`config.mk`:
```
export PLATFORM = sky130hd
export DESIGN_NAME = irq_nest_arbiter
export DESIGN_NICKNAME = d
export VERILOG_FILES = /design/src/rtl/irq_nest_pkg.sv /design/src/rtl/irq_nest_dp.sv /design/src/rtl/irq_nest_ctl.sv /design/src/rtl/irq_nest_arbiter.sv
export SDC_FILE = /design/constraint.sdc
export NUM_CORES = 1
export LEC_CHECK = 0
export CAP_MARGIN = 0
export CORE_MARGIN = 5
export CORE_UTILIZATION = 25
export DETAILED_ROUTE_END_ITERATION = 8
export DONT_BUFFER_PORTS = 1
export GPL_ROUTABILITY_DRIVEN = 1
export HOLD_SLACK_MARGIN = 0.06
export PLACE_DENSITY = 0.44
export SLEW_MARGIN = 20
export SYNTH_ARGS = -nofsm -noshare
export SYNTH_HDL_FRONTEND = slang
export SYNTH_SLANG_ARGS = --single-unit
```
`constraint.sdc`:
```
create_clock -name clk -period 12.85 [get_ports clk]
set_clock_uncertainty 0.1 [all_clocks]
set_input_delay 1.9275 -clock clk [delete_from_list [all_inputs] [get_ports clk]]
set_output_delay 1.9275 -clock clk [all_outputs]
set_load 0.05 [all_outputs]
```
`src/rtl/irq_nest_pkg.sv`:
```
package irq_nest_pkg;

  // Strobes from the control unit to the datapath.
  typedef struct packed {
    logic offer;   // winner may be presented this cycle
    logic squash;  // core is accepting: suppress the next presentation
  } nestStrobe_t;

  // Left-aligned mask of the implemented priority bits.
  function automatic logic [7:0] implMaskOf(input int bits);
    return 8'hFF << (8 - bits);
  endfunction

  // Mask that keeps the preempt part for a given subpriority width.
  function automatic logic [7:0] preemptMaskOf(input logic [2:0] subBits);
    return 8'hFF << subBits;
  endfunction

endpackage

```
`src/rtl/irq_nest_dp.sv`:
```
module irq_nest_dp
  import irq_nest_pkg::*;
#(
  parameter int NUM_IRQ   = 8,
  parameter int PRIO_BITS = 3,
  localparam int ID_W     = (NUM_IRQ > 1) ? $clog2(NUM_IRQ) : 1
) (
  input  logic              clk,
  input  logic              rstN,
  input  logic [NUM_IRQ-1:0] irqPending,
  input  logic [NUM_IRQ-1:0] irqEnable,
  input  logic              prioWrEn,
  input  logic [ID_W-1:0]   prioWrId,
  input  logic [7:0]        prioWrData,
  input  logic [ID_W-1:0]   prioRdId,
  output logic [7:0]        prioRdData,
  input  logic [7:0]        thresh,
  input  nestStrobe_t       strobe,
  output logic              anyElig,
  output logic [7:0]        winPrio,
  output logic              takeReq,
  output logic [ID_W-1:0]   takeId,
  output logic [7:0]        takePrio
);

  localparam logic [7:0] IMPL_MASK = implMaskOf(PRIO_BITS);

  logic [7:0] prioBank [NUM_IRQ];
  logic [NUM_IRQ-1:0] elig;
  logic [7:0] thrEff;
  logic thrOn;

  assign thrEff = thresh & IMPL_MASK;
  assign thrOn  = (thrEff != 8'h00);

  // Priority register bank: one register per line, low bits never stored.
  for (genvar i = 0; i < NUM_IRQ; i++) begin : g_bank
    always_ff @(posedge clk or negedge rstN) begin
      if (!rstN) begin
        prioBank[i] <= 8'h00;
      end else if (prioWrEn && ({1'b0, prioWrId} == (ID_W+1)'(i))) begin
        prioBank[i] <= prioWrData & IMPL_MASK;
      end
    end
    assign elig[i] = irqPending[i] && irqEnable[i] &&
                     !(thrOn && (prioBank[i] >= thrEff));
  end

  always_comb begin
    prioRdData = 8'h00;
    for (int k = 0; k < NUM_IRQ; k++) begin
      if ({1'b0, prioRdId} == (ID_W+1)'(k)) prioRdData = prioBank[k];
    end
  end

  // Linear selection chain: a later line replaces the best so far only
  // when strictly smaller, so equal values keep the lower ID.
  logic            chainVld  [NUM_IRQ+1];
  logic [7:0]      chainPrio [NUM_IRQ+1];
  logic [ID_W-1:0] chainId   [NUM_IRQ+1];

  assign chainVld[0]  = 1'b0;
  assign chainPrio[0] = 8'h00;
  assign chainId[0]   = '0;

  for (genvar i = 0; i < NUM_IRQ; i++) begin : g_chain
    logic replace;
    assign replace        = elig[i] && (!chainVld[i] || (prioBank[i] < chainPrio[i]));
    assign chainVld[i+1]  = chainVld[i] || elig[i];
    assign chainPrio[i+1] = replace ? prioBank[i] : chainPrio[i];
    assign chainId[i+1]   = replace ? ID_W'(i) : chainId[i];
  end

  assign anyElig = chainVld[NUM_IRQ];
  assign winPrio = chainPrio[NUM_IRQ];

  // Presentation registers.
  always_ff @(posedge clk or negedge rstN) begin
    if (!rstN) begin
      takeReq  <= 1'b0;
      takeId   <= '0;
      takePrio <= 8'h00;
    end else begin
      takeReq <= strobe.offer && !strobe.squash;
      if (strobe.offer) begin
        takeId   <= chainId[NUM_IRQ];
        takePrio <= chainPrio[NUM_IRQ];
      end
    end
  end

endmodule

```
`src/rtl/irq_nest_ctl.sv`:
```
module irq_nest_ctl
  import irq_nest_pkg::*;
#(
  parameter int NEST_DEPTH = 8,
  localparam int SP_W  = $clog2(NEST_DEPTH + 1),
  localparam int IDX_W = (NEST_DEPTH > 1) ? $clog2(NEST_DEPTH) : 1
) (
  input  logic        clk,
  input  logic        rstN,
  input  logic        entryAck,
  input  logic        exitAck,
  input  logic [2:0]  groupSel,
  input  logic        globalMask,
  input  logic        anyElig,
  input  logic [7:0]  winPrio,
  input  logic [7:0]  takePrio,
  output nestStrobe_t strobe,
  output logic [8:0]  curLevel
);

  localparam logic [8:0] IDLE_LEVEL = 9'h100;

  logic [8:0]      levelStack [NEST_DEPTH];
  logic [SP_W-1:0] sp;
  logic [SP_W-1:0] spDec;
  logic [7:0]      preMask;
  logic [8:0]      winPre;
  logic [8:0]      acceptPre;

  assign preMask   = preemptMaskOf(groupSel);
  assign winPre    = {1'b0, winPrio & preMask};
  assign acceptPre = {1'b0, takePrio & preMask};
  assign spDec     = sp - 1'b1;

  always_comb begin
    strobe.offer  = anyElig && !globalMask && (winPre < curLevel);
    strobe.squash = entryAck;
  end

  always_ff @(posedge clk or negedge rstN) begin
    if (!rstN) begin
      sp       <= '0;
      curLevel <= IDLE_LEVEL;
      for (int k = 0; k < NEST_DEPTH; k++) levelStack[k] <= IDLE_LEVEL;
    end else if (entryAck) begin
      if (sp < SP_W'(NEST_DEPTH)) begin
        levelStack[sp[IDX_W-1:0]] <= curLevel;
        sp       <= sp + 1'b1;
        curLevel <= acceptPre;
      end
    end else if (exitAck) begin
      if (sp != '0) begin
        sp       <= spDec;
        curLevel <= levelStack[spDec[IDX_W-1:0]];
      end else begin
        curLevel <= IDLE_LEVEL;
      end
    end
  end

endmodule

```
`src/rtl/irq_nest_arbiter.sv`:
```
module irq_nest_arbiter
  import irq_nest_pkg::*;
#(
  parameter int NUM_IRQ    = 8,
  parameter int PRIO_BITS  = 3,
  parameter int NEST_DEPTH = 8,
  localparam int ID_W      = (NUM_IRQ > 1) ? $clog2(NUM_IRQ) : 1
) (
  input  logic               clk,
  input  logic               rstN,
  input  logic [NUM_IRQ-1:0] irqPending,
  input  logic [NUM_IRQ-1:0] irqEnable,
  input  logic               prioWrEn,
  input  logic [ID_W-1:0]    prioWrId,
  input  logic [7:0]         prioWrData,
  input  logic [ID_W-1:0]    prioRdId,
  output logic [7:0]         prioRdData,
  input  logic [2:0]         groupSel,
  input  logic               globalMask,
  input  logic [7:0]         thresh,
  input  logic               entryAck,
  input  logic               exitAck,
  output logic               takeReq,
  output logic [ID_W-1:0]    takeId,
  output logic [7:0]         takePrio
);

  nestStrobe_t strobe;
  logic        anyElig;
  logic [7:0]  winPrio;
  logic [8:0]  curLevel;

  irq_nest_dp #(.NUM_IRQ(NUM_IRQ), .PRIO_BITS(PRIO_BITS)) u_dp (
    .clk(clk), .rstN(rstN),
    .irqPending(irqPending), .irqEnable(irqEnable),
    .prioWrEn(prioWrEn), .prioWrId(prioWrId), .prioWrData(prioWrData),
    .prioRdId(prioRdId), .prioRdData(prioRdData),
    .thresh(thresh), .strobe(strobe),
    .anyElig(anyElig), .winPrio(winPrio),
    .takeReq(takeReq), .takeId(takeId), .takePrio(takePrio)
  );

  irq_nest_ctl #(.NEST_DEPTH(NEST_DEPTH)) u_ctl (
    .clk(clk), .rstN(rstN),
    .entryAck(entryAck), .exitAck(exitAck),
    .groupSel(groupSel), .globalMask(globalMask),
    .anyElig(anyElig), .winPrio(winPrio), .takePrio(takePrio),
    .strobe(strobe), .curLevel(curLevel)
  );

endmodule

```
==> metrics.cfg, run 1 <==
[run_status]
status=finished, final reports clean

[drt]
routedWlPerCell_um=18.3
drt-total-wl_mm=19.6
dr.pass1.iters=5
drc=0
drtAntennaViolNets=0
vias_per_cell=4.91
drtIter0Drc=227
vias=5244

[logic_synthesis]
syn_inst=672
synth_edf_count=0
synth_cell_types=78
synth_seq_cells=116
async_reset_ff_frac=1.00
syn_area_um2=7320
ys.warnings.count=0
synth_top_flop_cell=dfrtp_1
post_synth.cell_area_avg_um2=10.9
seq_area_frac_synth=0.398

[layout]
layout_commonest_cell=dfrtp_1
antenna_cells=0
syn2layout_area_growth_pct=13.7
nets=750
num-fill-cells=2975
finish.instance_area_um2=8330
layout_common_cells=dfrtp_1, mux2_2, nand2_1
drive_above_1_share=0.262

[die]
die_y_um=181
ios=67
dieWidth_um=181
core.rowCount=62
die_area_um2=32800
floorplan.initialDensity=0.254
coreArea_um2=28800

[global_routing]
gr-total-overflow=0
antenna_found_initial=0
grt_usage=0.120
grt_pass1_wl_mm=31.2
grt_pass1_vias=5273
grt_max_degree=117

[timing]
maxSlewViolCount=0
slew_headroom=0.300
finalCritPeriodShare=0.797
tns_ps=0
setup_violations=0
max_freq_mhz=97.7
tightest_slew_ps=1050
period_needed_ps=10240
finalHoldViolCount=0
holdWs_ps=379
rsz0062_at_grt=false

[power]
total_power_uw=1740
swShare=0.394
power.internal_uw=1060
p_switching_uw=688
vdd_drop_max_uv=101
powerDensity_nw_per_um2=210
p_clk_frac=0.276
p_leak_uw=0.00353
power_frac_comb=0.377
p_seq_frac=0.347

[setup_path]
critPathRequiredTime_ps=13050
regToRegSetupSlack_ps=3690
crit_top_cell=ha_1
path_class=input port to flip-flop
crit_slowest_cell=a211oi_2
crit_arrival_ps=10440
worstPathMaxFanout=10
start_kind=input port
crit_path_max_incr_delay_ps=760
crit_path_end_kind=flip-flop

[clock_network]
cts_htree_levels=4
post_cts_buffers=0
cts-buffers-inserted=17
cts.clk_slew.worst_paths_ps=60
cts_buffer_depth=2
ctsResizeCount=0
ctsRootBufferMaster=clkbuf_16
hold_buffers=0
cts_tree=built
clkLatencyLatePin_ps=420
clkSinkCount=116

[placed_design]
portBuffers=0
gp_congestion=0.806
dp_hpwl_mm=13.9
placed_cell_area_um2=7720

[flow_run]
cap_violations=0

[min_path]
hold_class=flip-flop to flip-flop

## path summary, 6_finish.rpt
path | from | endpoint | depth (start not counted)
min reg2reg | u_ctl.levelStack[69] | u_ctl.levelStack[69] | 2
min | u_ctl.levelStack[69] | u_ctl.levelStack[69] | 2
max | thresh[6] | u_dp.takePrio[7] | 36
max reg2reg | u_dp.prioBank[61] | u_dp.takePrio[7] | 37
max in group asynchronous | rstN | u_ctl.curLevel[8] | 0
min in group asynchronous | rstN | u_ctl.levelStack[13] | 0
## synth_stat cells, types with 9 or more instances
| library cell | number | area [µm²] |
|---|---|---|
| mux4_2 | 22 | 495 |
| ha_1 | 33 | 413 |
| nor3_1 | 10 | 50.1 |
| nand2b_1 | 13 | 81.3 |
| dfrtp_1 | 107 | 2680 |
| nand3_1 | 15 | 75.1 |
| mux2_2 | 79 | 890 |
| mux2i_1 | 13 | 130 |
| dfstp_2 | 9 | 236 |
| clkbuf_1 | 15 | 56.3 |
| nor2_1 | 31 | 116 |
| a21o_1 | 10 | 75.1 |
| nand2_1 | 52 | 195 |
| nor2b_1 | 14 | 87.6 |
| o21ai_0 | 45 | 225 |
| inv_1 | 25 | 93.8 |
| a21oi_1 | 30 | 150 |
| buf_4 | 11 | 82.6 |
## worst max-delay path, delay by kind of cell
kind / cells / cell delay [ps]
AOI/OAI and AO/OA: 20 / 5240
and+or+nand+nor: 9 / 1410
buffers and inverters: 2 / 320
adders and majority gates: 4 / 1180
muxes: 1 / 340
## registers in the layout, summed over array words and instances (netlist names)
name / count
u_ctl.levelStack: 72
u_dp.takeId: 3
u_dp.prioBank: 24
u_ctl.sp: 4
u_dp.takePrio: 3
u_dp.takeReq: 1
u_ctl.curLevel: 9
## power groups by stage
stage | clock network [µW] | logic, µW | registers [µW]
final | 481 | 658 | 606
after global routing | 510 | 733 | 620
after CTS | 492 | 667 | 607
after detailed placement | 0 | 666 | 613
after global placement | 0 | 659 | 614
after floorplan | 0 | 537 | 558
## through the flow
stage | instances | setup WS, ps | util
after floorplan | 681 | 3210 | -
after detailed placement | 1035 | 2200 | 0.268
after global placement | 1035 | 2190 | 0.268
after CTS | 1067 | 2620 | 0.289
final | 1067 | 2610 | 0.289
after global routing | 1067 | 1900 | 0.289
## logic make-up (layout without fill, tap and decap cells)
group,after synthesis,count (layout),synth area share
other,1,10,0.000512
muxes,116,116,0.212
DFF,116,116,0.398
AOI/OAI and AO/OA,172,172,0.176
adders and majority gates,33,33,0.0564
buffers and inverters,62,64,0.0378
and+or+nand+nor,170,170,0.118
xor gates and xnor gates,2,2,0.00239
## cell type report
type / count / area (µm²) / area share
clock buffer: 17 / 425 / 0.0511
multi-input combinational: 503 / 4200 / 0.504
sequential: 116 / 2910 / 0.350
inverter: 27 / 101 / 0.0122
tap: 384 / 480 / 0.0577
timing repair buffer: 5 / 37.5 / 0.00451
clock inverter: 15 / 170 / 0.0204
## layer usage
layer,routed length (µm),vias up,GRT usage,part of all wire
li1,-,2521,-,-
met1,9450,2603,0.169,0.48
met2,8890,100,0.180,0.45
met3,895,20,0.0314,0.046
met4,331,0,0.0351,0.017
met5,0,-,0,0
(Power assumes the default switching activity.)
==> run 2: changes to the inputs <==
==> constraint.sdc (replaced) <==
create_clock -name clk -period 10.4 [get_ports clk]
set_clock_uncertainty 0.1 [all_clocks]
set_input_delay 1.56 -clock clk [delete_from_list [all_inputs] [get_ports clk]]
set_output_delay 1.56 -clock clk [all_outputs]
set_load 0.05 [all_outputs]
==> run 2 against run 1 <==
Wire length grew 0.36%. Via count grew 0.65%. Clock power grew 26%. Sequential power grew 23%. Worst setup slack lost 1800 ps. Clock-buffer cell count is the same. Combinational power grew 24%. Register-to-register slack lost 2300 ps. Power grew 24%. Sequential cell count is the same. Sequential share of layout area shrank 0.16 points. Non-clock buffer count grew 3.
==> metrics.cfg, run 2 (synthesis gave the netlist of run 1 again) <==
[timing]
tightest_slew_ps=1030  ; was 1050 ps
maxSlewViolCount=0  ; unchanged
finalCritPeriodShare=0.920
max_freq_mhz=105
period_needed_ps=9570
tns_ps=0  ; unchanged
slew_headroom=0.317  ; was 0.300
setup_violations=0  ; unchanged
finalHoldViolCount=0  ; unchanged
rsz0062_at_grt=false  ; unchanged

[layout]
syn2layout_area_growth_pct=14.2  ; was 13.7%
finish.instance_area_um2=8360  ; was 8330 µm²
finalNonFillerCells=1070  ; was 1067
layout_common_cells=dfrtp_1, mux2_2, nand2_1  ; unchanged
nets=753  ; was 750
antenna_cells=0  ; unchanged
drive_above_1_share=0.265  ; was 0.262
layout_commonest_cell=dfrtp_1  ; unchanged
final_core_util=0.291  ; was 0.289
reg_top3=u_ctl.levelStack x72, u_dp.prioBank x24, u_ctl.curLevel x9  ; unchanged
largest-register=u_ctl.levelStack  ; unchanged
largest_reg_flops=72  ; unchanged

[min_path]
hold_start=u_ctl.levelStack[61]  ; was u_ctl.levelStack[69]
holdPathStages=2  ; unchanged
hold_class=flip-flop to flip-flop  ; unchanged
holdPathEnd=u_ctl.levelStack[61]  ; was u_ctl.levelStack[69]

[global_routing]
grt_max_degree=117  ; unchanged
grt_use_met3=0.0255  ; was 0.0314
grt_usage=0.121  ; was 0.120
antenna_found_initial=0  ; unchanged
grtUsageMet2=0.185  ; was 0.180
grt_pass1_wl_mm=31.6  ; was 31.2 mm
grtUsageMet1=0.175  ; was 0.169
grt_pass1_vias=5346  ; was 5273
gr-total-overflow=0  ; unchanged
busiest_layer=met2  ; unchanged

[placed_design]
portBuffers=0  ; unchanged
dp_hpwl_mm=14.1  ; was 13.9 mm
gp_congestion=0.821  ; was 0.806
placed_cells=1038  ; was 1035
placed_cell_area_um2=7740  ; was 7720 µm²

[die]
dieWidth_um=181  ; unchanged
coreArea_um2=28800  ; unchanged
floorplan.initialDensity=0.254  ; unchanged
die_area_um2=32800  ; unchanged
die_y_um=181  ; unchanged
ios=67  ; unchanged
core.rowCount=62  ; unchanged

[setup_path]
crit_path_end_kind=flip-flop  ; unchanged
worstPathMaxFanout=10  ; unchanged
crit_arrival_ps=9750  ; was 10440 ps
crit_path_max_incr_delay_ps=720  ; was 760 ps
start_kind=input port  ; unchanged
crit_top_cell=ha_1  ; unchanged
regToRegSetupSlack_ps=1440  ; was 3690 ps
cp_num_buf_inv=1  ; was 2
crit_family=compound AO/OA/AOI/OAI gates  ; unchanged
crit_slowest_cell=a211oi_2  ; unchanged
path_class=input port to flip-flop  ; unchanged
critPathRequiredTime_ps=10580  ; was 13050 ps
regToRegStartpoint=u_dp.prioBank[61]  ; unchanged
r2r_cells=37  ; unchanged
worst_r2r_endpoint=u_dp.takeId[1]  ; was u_dp.takePrio[7]

[run_status]
status=finished, final reports clean  ; unchanged

[clock_network]
clkSinkCount=116  ; unchanged
cts_htree_levels=4  ; unchanged
cts.clk_slew.worst_paths_ps=60  ; about the same
ctsRootBufferMaster=clkbuf_16  ; unchanged
post_cts_buffers=0  ; unchanged
clkLatencyLatePin_ps=420  ; about the same
cts_buffer_depth=2  ; unchanged
ctsResizeCount=0  ; unchanged
cts-buffers-inserted=17  ; unchanged
cts_tree=built  ; unchanged
hold_buffers=0  ; unchanged

[power]
powerDensity_nw_per_um2=260  ; was 210 nW/µm²
vdd_drop_max_uv=108  ; was 101 µV
p_leak_uw=0.00355  ; was 0.00353 µW

[drt]
drt-total-wl_mm=19.6  ; about the same
drc=0  ; unchanged
vias=5278  ; was 5244
vias_per_cell=4.93  ; was 4.91
drtAntennaViolNets=0  ; unchanged
dr.pass1.iters=4  ; was 5
drtIter0Drc=266  ; was 227
routedWlPerCell_um=18.4  ; was 18.3 µm

[flow_run]
cap_violations=0  ; unchanged

[run 2: cell count changes in the layout (fill, tap and decap cells not counted), sizes merged]
cell,delta
clkinv,-4
inv,+4
buf,+3
[run 2: where the power goes]
part | internal (µW) | total [µW] | leakage [µW] | switching [µW]
combinational | 371 | 816 | 0.00177 | 445
sequential | 577 | 748 | 0.00148 | 171
clock | 365 | 608 | 0.000299 | 243
[run 2: how the worst max path moves through the flow]
stage,slack [ps],from,depth (start not counted),endpoint
2_1_floorplan,1130,thresh[6],35,u_dp.takePrio[7]
3_3_place_gp,390,thresh[5],36,u_dp.takeId[1]
3_5_place_dp,390,thresh[5],36,u_dp.takeId[1]
4_1_cts,810,thresh[5],36,u_dp.takeId[1]
5_1_grt,250,thresh[5],36,u_dp.takeId[2]
6_report,830,thresh[5],36,u_dp.takeId[1]
[run 2: per-stage QoR]
step	hold WS [ps]	total power, µW	setup slack, ps
after CTS	380	2200	814
after global placement	358	1570	388
after detailed placement	365	1580	390
final	377	2170	832
after floorplan	345	1350	1130
after global routing	387	2320	255
[run 2: final cells by class]
class	instances	area, µm²
flip-flops and latches	116	2910
clock buffers	17	425
repair buffers	8	60.1
well taps	384	480
clock inverters	15	185
inverters	27	101
multi-input cells	503	4200
fillers	3002	20400
[run 2: worst register-to-register path: cells and delay by family, from the launching register on]
| kind | cells | cell delay [ps] |
|---|---|---|
| AO/OA/AOI/OAI | 22 | 5600 |
| adder cells (fa/ha/maj) | 4 | 1020 |
| buffers and inverters | 2 | 230 |
| flip-flops | 1 | 410 |
| multiplexers | 1 | 350 |
| AND/OR/NAND/NOR | 8 | 1120 |
[run 2: layer usage]
| metal | wire length, µm | vias to the layer above |
|---|---|---|
| met2 | 8780 | 89 |
| met1 | 9950 | 2659 |
| met3 | 730 | 11 |
| met4 | 176 | 0 |
| met5 | 0 | - |
| li1 | - | 2519 |
==> run 3: changes to the inputs <==
--- a/config.mk
+++ b/config.mk
@@ -7,12 +7,12 @@
 export LEC_CHECK = 0
 export CAP_MARGIN = 0
 export CORE_MARGIN = 5
-export CORE_UTILIZATION = 25
+export CORE_UTILIZATION = 40
 export DETAILED_ROUTE_END_ITERATION = 8
 export DONT_BUFFER_PORTS = 1
 export GPL_ROUTABILITY_DRIVEN = 1
 export HOLD_SLACK_MARGIN = 0.06
-export PLACE_DENSITY = 0.44
+export PLACE_DENSITY = 0.6
 export SLEW_MARGIN = 20
 export SYNTH_ARGS = -nofsm -noshare
 export SYNTH_HDL_FRONTEND = slang
==> run 3 against run 2 <==
Clock power up 3.8%. Clock-buffer cell count rose by 5. Final cell count shrank 15%. Wire length down 5.6%. Register-to-register slack worse by 180 ps. Non-clock buffer count fell by 3. Power grew 0.91%. Sequential share of layout area is 0.79 points higher. Worst setup slack worse by 200 ps. Critical path type unchanged. Critical endpoint is now u_dp.takePrio[5]. Highest routed layer unchanged.
==> metrics.cfg, run 3 (synthesis gave the netlist of run 1 again) <==
[run_status]
status=finished, final reports clean  ; unchanged

[layout]
largest-register=u_ctl.levelStack  ; unchanged
reg_top3=u_ctl.levelStack x72, u_dp.prioBank x24, u_ctl.curLevel x9  ; unchanged
nets=750  ; was 753
largest_reg_flops=72  ; unchanged
layout_commonest_cell=dfrtp_1  ; unchanged
syn2layout_area_growth_pct=11.7  ; was 14.2%
drive_above_1_share=0.257  ; was 0.265
finalNonFillerCells=911  ; was 1070
antenna_cells=0  ; unchanged
layout_common_cells=dfrtp_1, mux2_2, nand2_1  ; unchanged

[global_routing]
grt_max_degree=117  ; unchanged
grt_pass1_wl_mm=30.7  ; was 31.6 mm
antenna_found_initial=0  ; unchanged
grt_usage=0.179  ; was 0.121
gr-total-overflow=0  ; unchanged
grt_pass1_vias=5527  ; was 5346

[clock_network]
cts_buffer_depth=2  ; unchanged
cts.clk_slew.worst_paths_ps=50  ; was 60 ps
cts-buffers-inserted=17  ; unchanged
clkLatencyLatePin_ps=410  ; was 420 ps
ctsRootBufferMaster=clkbuf_16  ; unchanged
clkSinkCount=116  ; unchanged
post_cts_buffers=0  ; unchanged
cts_htree_levels=4  ; unchanged
ctsResizeCount=0  ; unchanged
cts_tree=built  ; unchanged
hold_buffers=0  ; unchanged

[min_path]
hold_class=flip-flop to flip-flop  ; unchanged

[placed_design]
portBuffers=0  ; unchanged
placed_cells=880  ; was 1038
place_ws_ps=364  ; was 390 ps
gp_congestion=0.880  ; was 0.821
dp_hpwl_mm=13.2  ; was 14.1 mm

[power]
vdd_drop_max_uv=197  ; was 108 µV
p_clk_frac=0.288  ; was 0.280
p_seq_frac=0.340  ; was 0.344
powerDensity_nw_per_um2=268  ; was 260 nW/µm²
power_frac_comb=0.372  ; was 0.376
p_leak_uw=0.00355  ; about the same
power.internal_uw=1380  ; was 1310 µW
p_switching_uw=808  ; was 859 µW
swShare=0.369  ; was 0.396

[setup_path]
critPathRequiredTime_ps=10600  ; was 10580 ps
worstPathMaxFanout=10  ; unchanged
crit_slowest_cell=a211oi_1  ; was a211oi_2
crit_arrival_ps=9960  ; was 9750 ps
crit_path_max_incr_delay_ps=720  ; about the same
crit_path_end_kind=flip-flop  ; unchanged
path_class=input port to flip-flop  ; unchanged
start_kind=input port  ; unchanged
crit_top_cell=ha_1  ; unchanged

[timing]
finalCritPeriodShare=0.939  ; was 0.920
tightest_slew_ps=1110  ; was 1030 ps
period_needed_ps=9760  ; was 9570 ps
holdWs_ps=377  ; about the same
maxSlewViolCount=0  ; unchanged
tns_ps=0  ; unchanged
rsz0062_at_grt=false  ; unchanged
postLayoutSetupSlackWorst_ps=636  ; was 832 ps
setup_violations=0  ; unchanged
slew_headroom=0.259  ; was 0.317
max_freq_mhz=102  ; was 105 MHz
finalHoldViolCount=0  ; unchanged

[drt]
drtAntennaViolNets=0  ; unchanged
drtIter0Drc=330  ; was 266
drc=0  ; unchanged
vias_per_cell=6.02  ; was 4.93
dr.pass1.iters=5  ; was 4
drt-total-wl_mm=18.5  ; was 19.6 mm
routedWlPerCell_um=20.3  ; was 18.4 µm
vias=5482  ; was 5278

[die]
ios=67  ; unchanged
coreArea_um2=18000  ; was 28800 µm²
die_area_um2=21100  ; was 32800 µm²
dieWidth_um=145  ; was 181 µm
die_y_um=145  ; was 181 µm
floorplan.initialDensity=0.406  ; was 0.254
core.rowCount=49  ; was 62

[flow_run]
cap_violations=0  ; unchanged

==> run 3: changes by cell type in the layout (fill, tap and decap cells not counted), sizes merged <==
cell / before / now
clkinv: 4 / 5
inv: 35 / 25
clkbuf: 17 / 22
bufinv: 2 / 5
buf: 8 / 5
==> run 3: worst max-delay path: cells and delay by family <==
kind / cells / cell delay (ps)
compound gates: 18 / 4670
simple gates: 10 / 1760
mux: 2 / 540
fa+ha+maj: 4 / 1070
buf+inv: 2 / 330
==> run 3: path summary, 6_finish.rpt <==
path	slack, ps	to	from	depth (start not counted)
setup / recovery	640	u_dp.takePrio[5]	thresh[5]	36
hold / removal	380	u_ctl.levelStack[59]	u_ctl.levelStack[59]	2
setup reg to reg	1260	u_dp.takePrio[5]	u_dp.prioBank[61]	37
min in group asynchronous	750	u_ctl.sp[0]	rstN	0
hold reg to reg	380	u_ctl.levelStack[59]	u_ctl.levelStack[59]	2
max in group asynchronous	9170	u_ctl.levelStack[71]	rstN	0
==> run 3: per-layer routing <==
layer / wire, µm / track usage / part of all wire / up-vias
met5: 0 / 0 / 0 / -
met2: 8620 / 0.274 / 0.47 / 176
li1: - / - / - / 2505
met3: 991 / 0.0458 / 0.053 / 18
met1: 8700 / 0.254 / 0.47 / 2783
met4: 215 / 0.0476 / 0.012 / 0
==> run 3: stage by stage <==
| step | utilization | power [µW] | area (µm²) |
|---|---|---|---|
| finish | 0.454 | 2190 | 8180 |
| CTS | 0.454 | 2210 | 8180 |
| detailed placement | 0.418 | 1560 | 7540 |
| floorplan | - | 1350 | 7360 |
| global route | 0.454 | 2330 | 8180 |
| global placement | 0.418 | 1530 | 7540 |
==> run 3: area by class of cell <==
type / instances / area, µm²
Clock buffer: 22 / 464
Fill cell: 1667 / 9850
Tap cell: 229 / 287
Sequential cell: 116 / 2910
Multi-Input combinational cell: 503 / 4200
Timing Repair Buffer: 5 / 37.5
Clock inverter: 9 / 176
Inverter: 27 / 101
==> run 3: power by group through the flow <==
stage,clock network [µW],registers (µW),logic (µW)
finish,631,746,815
global route,666,764,898
CTS,644,746,815
detailed placement,0,752,813
global placement,0,742,787
floorplan,0,690,663
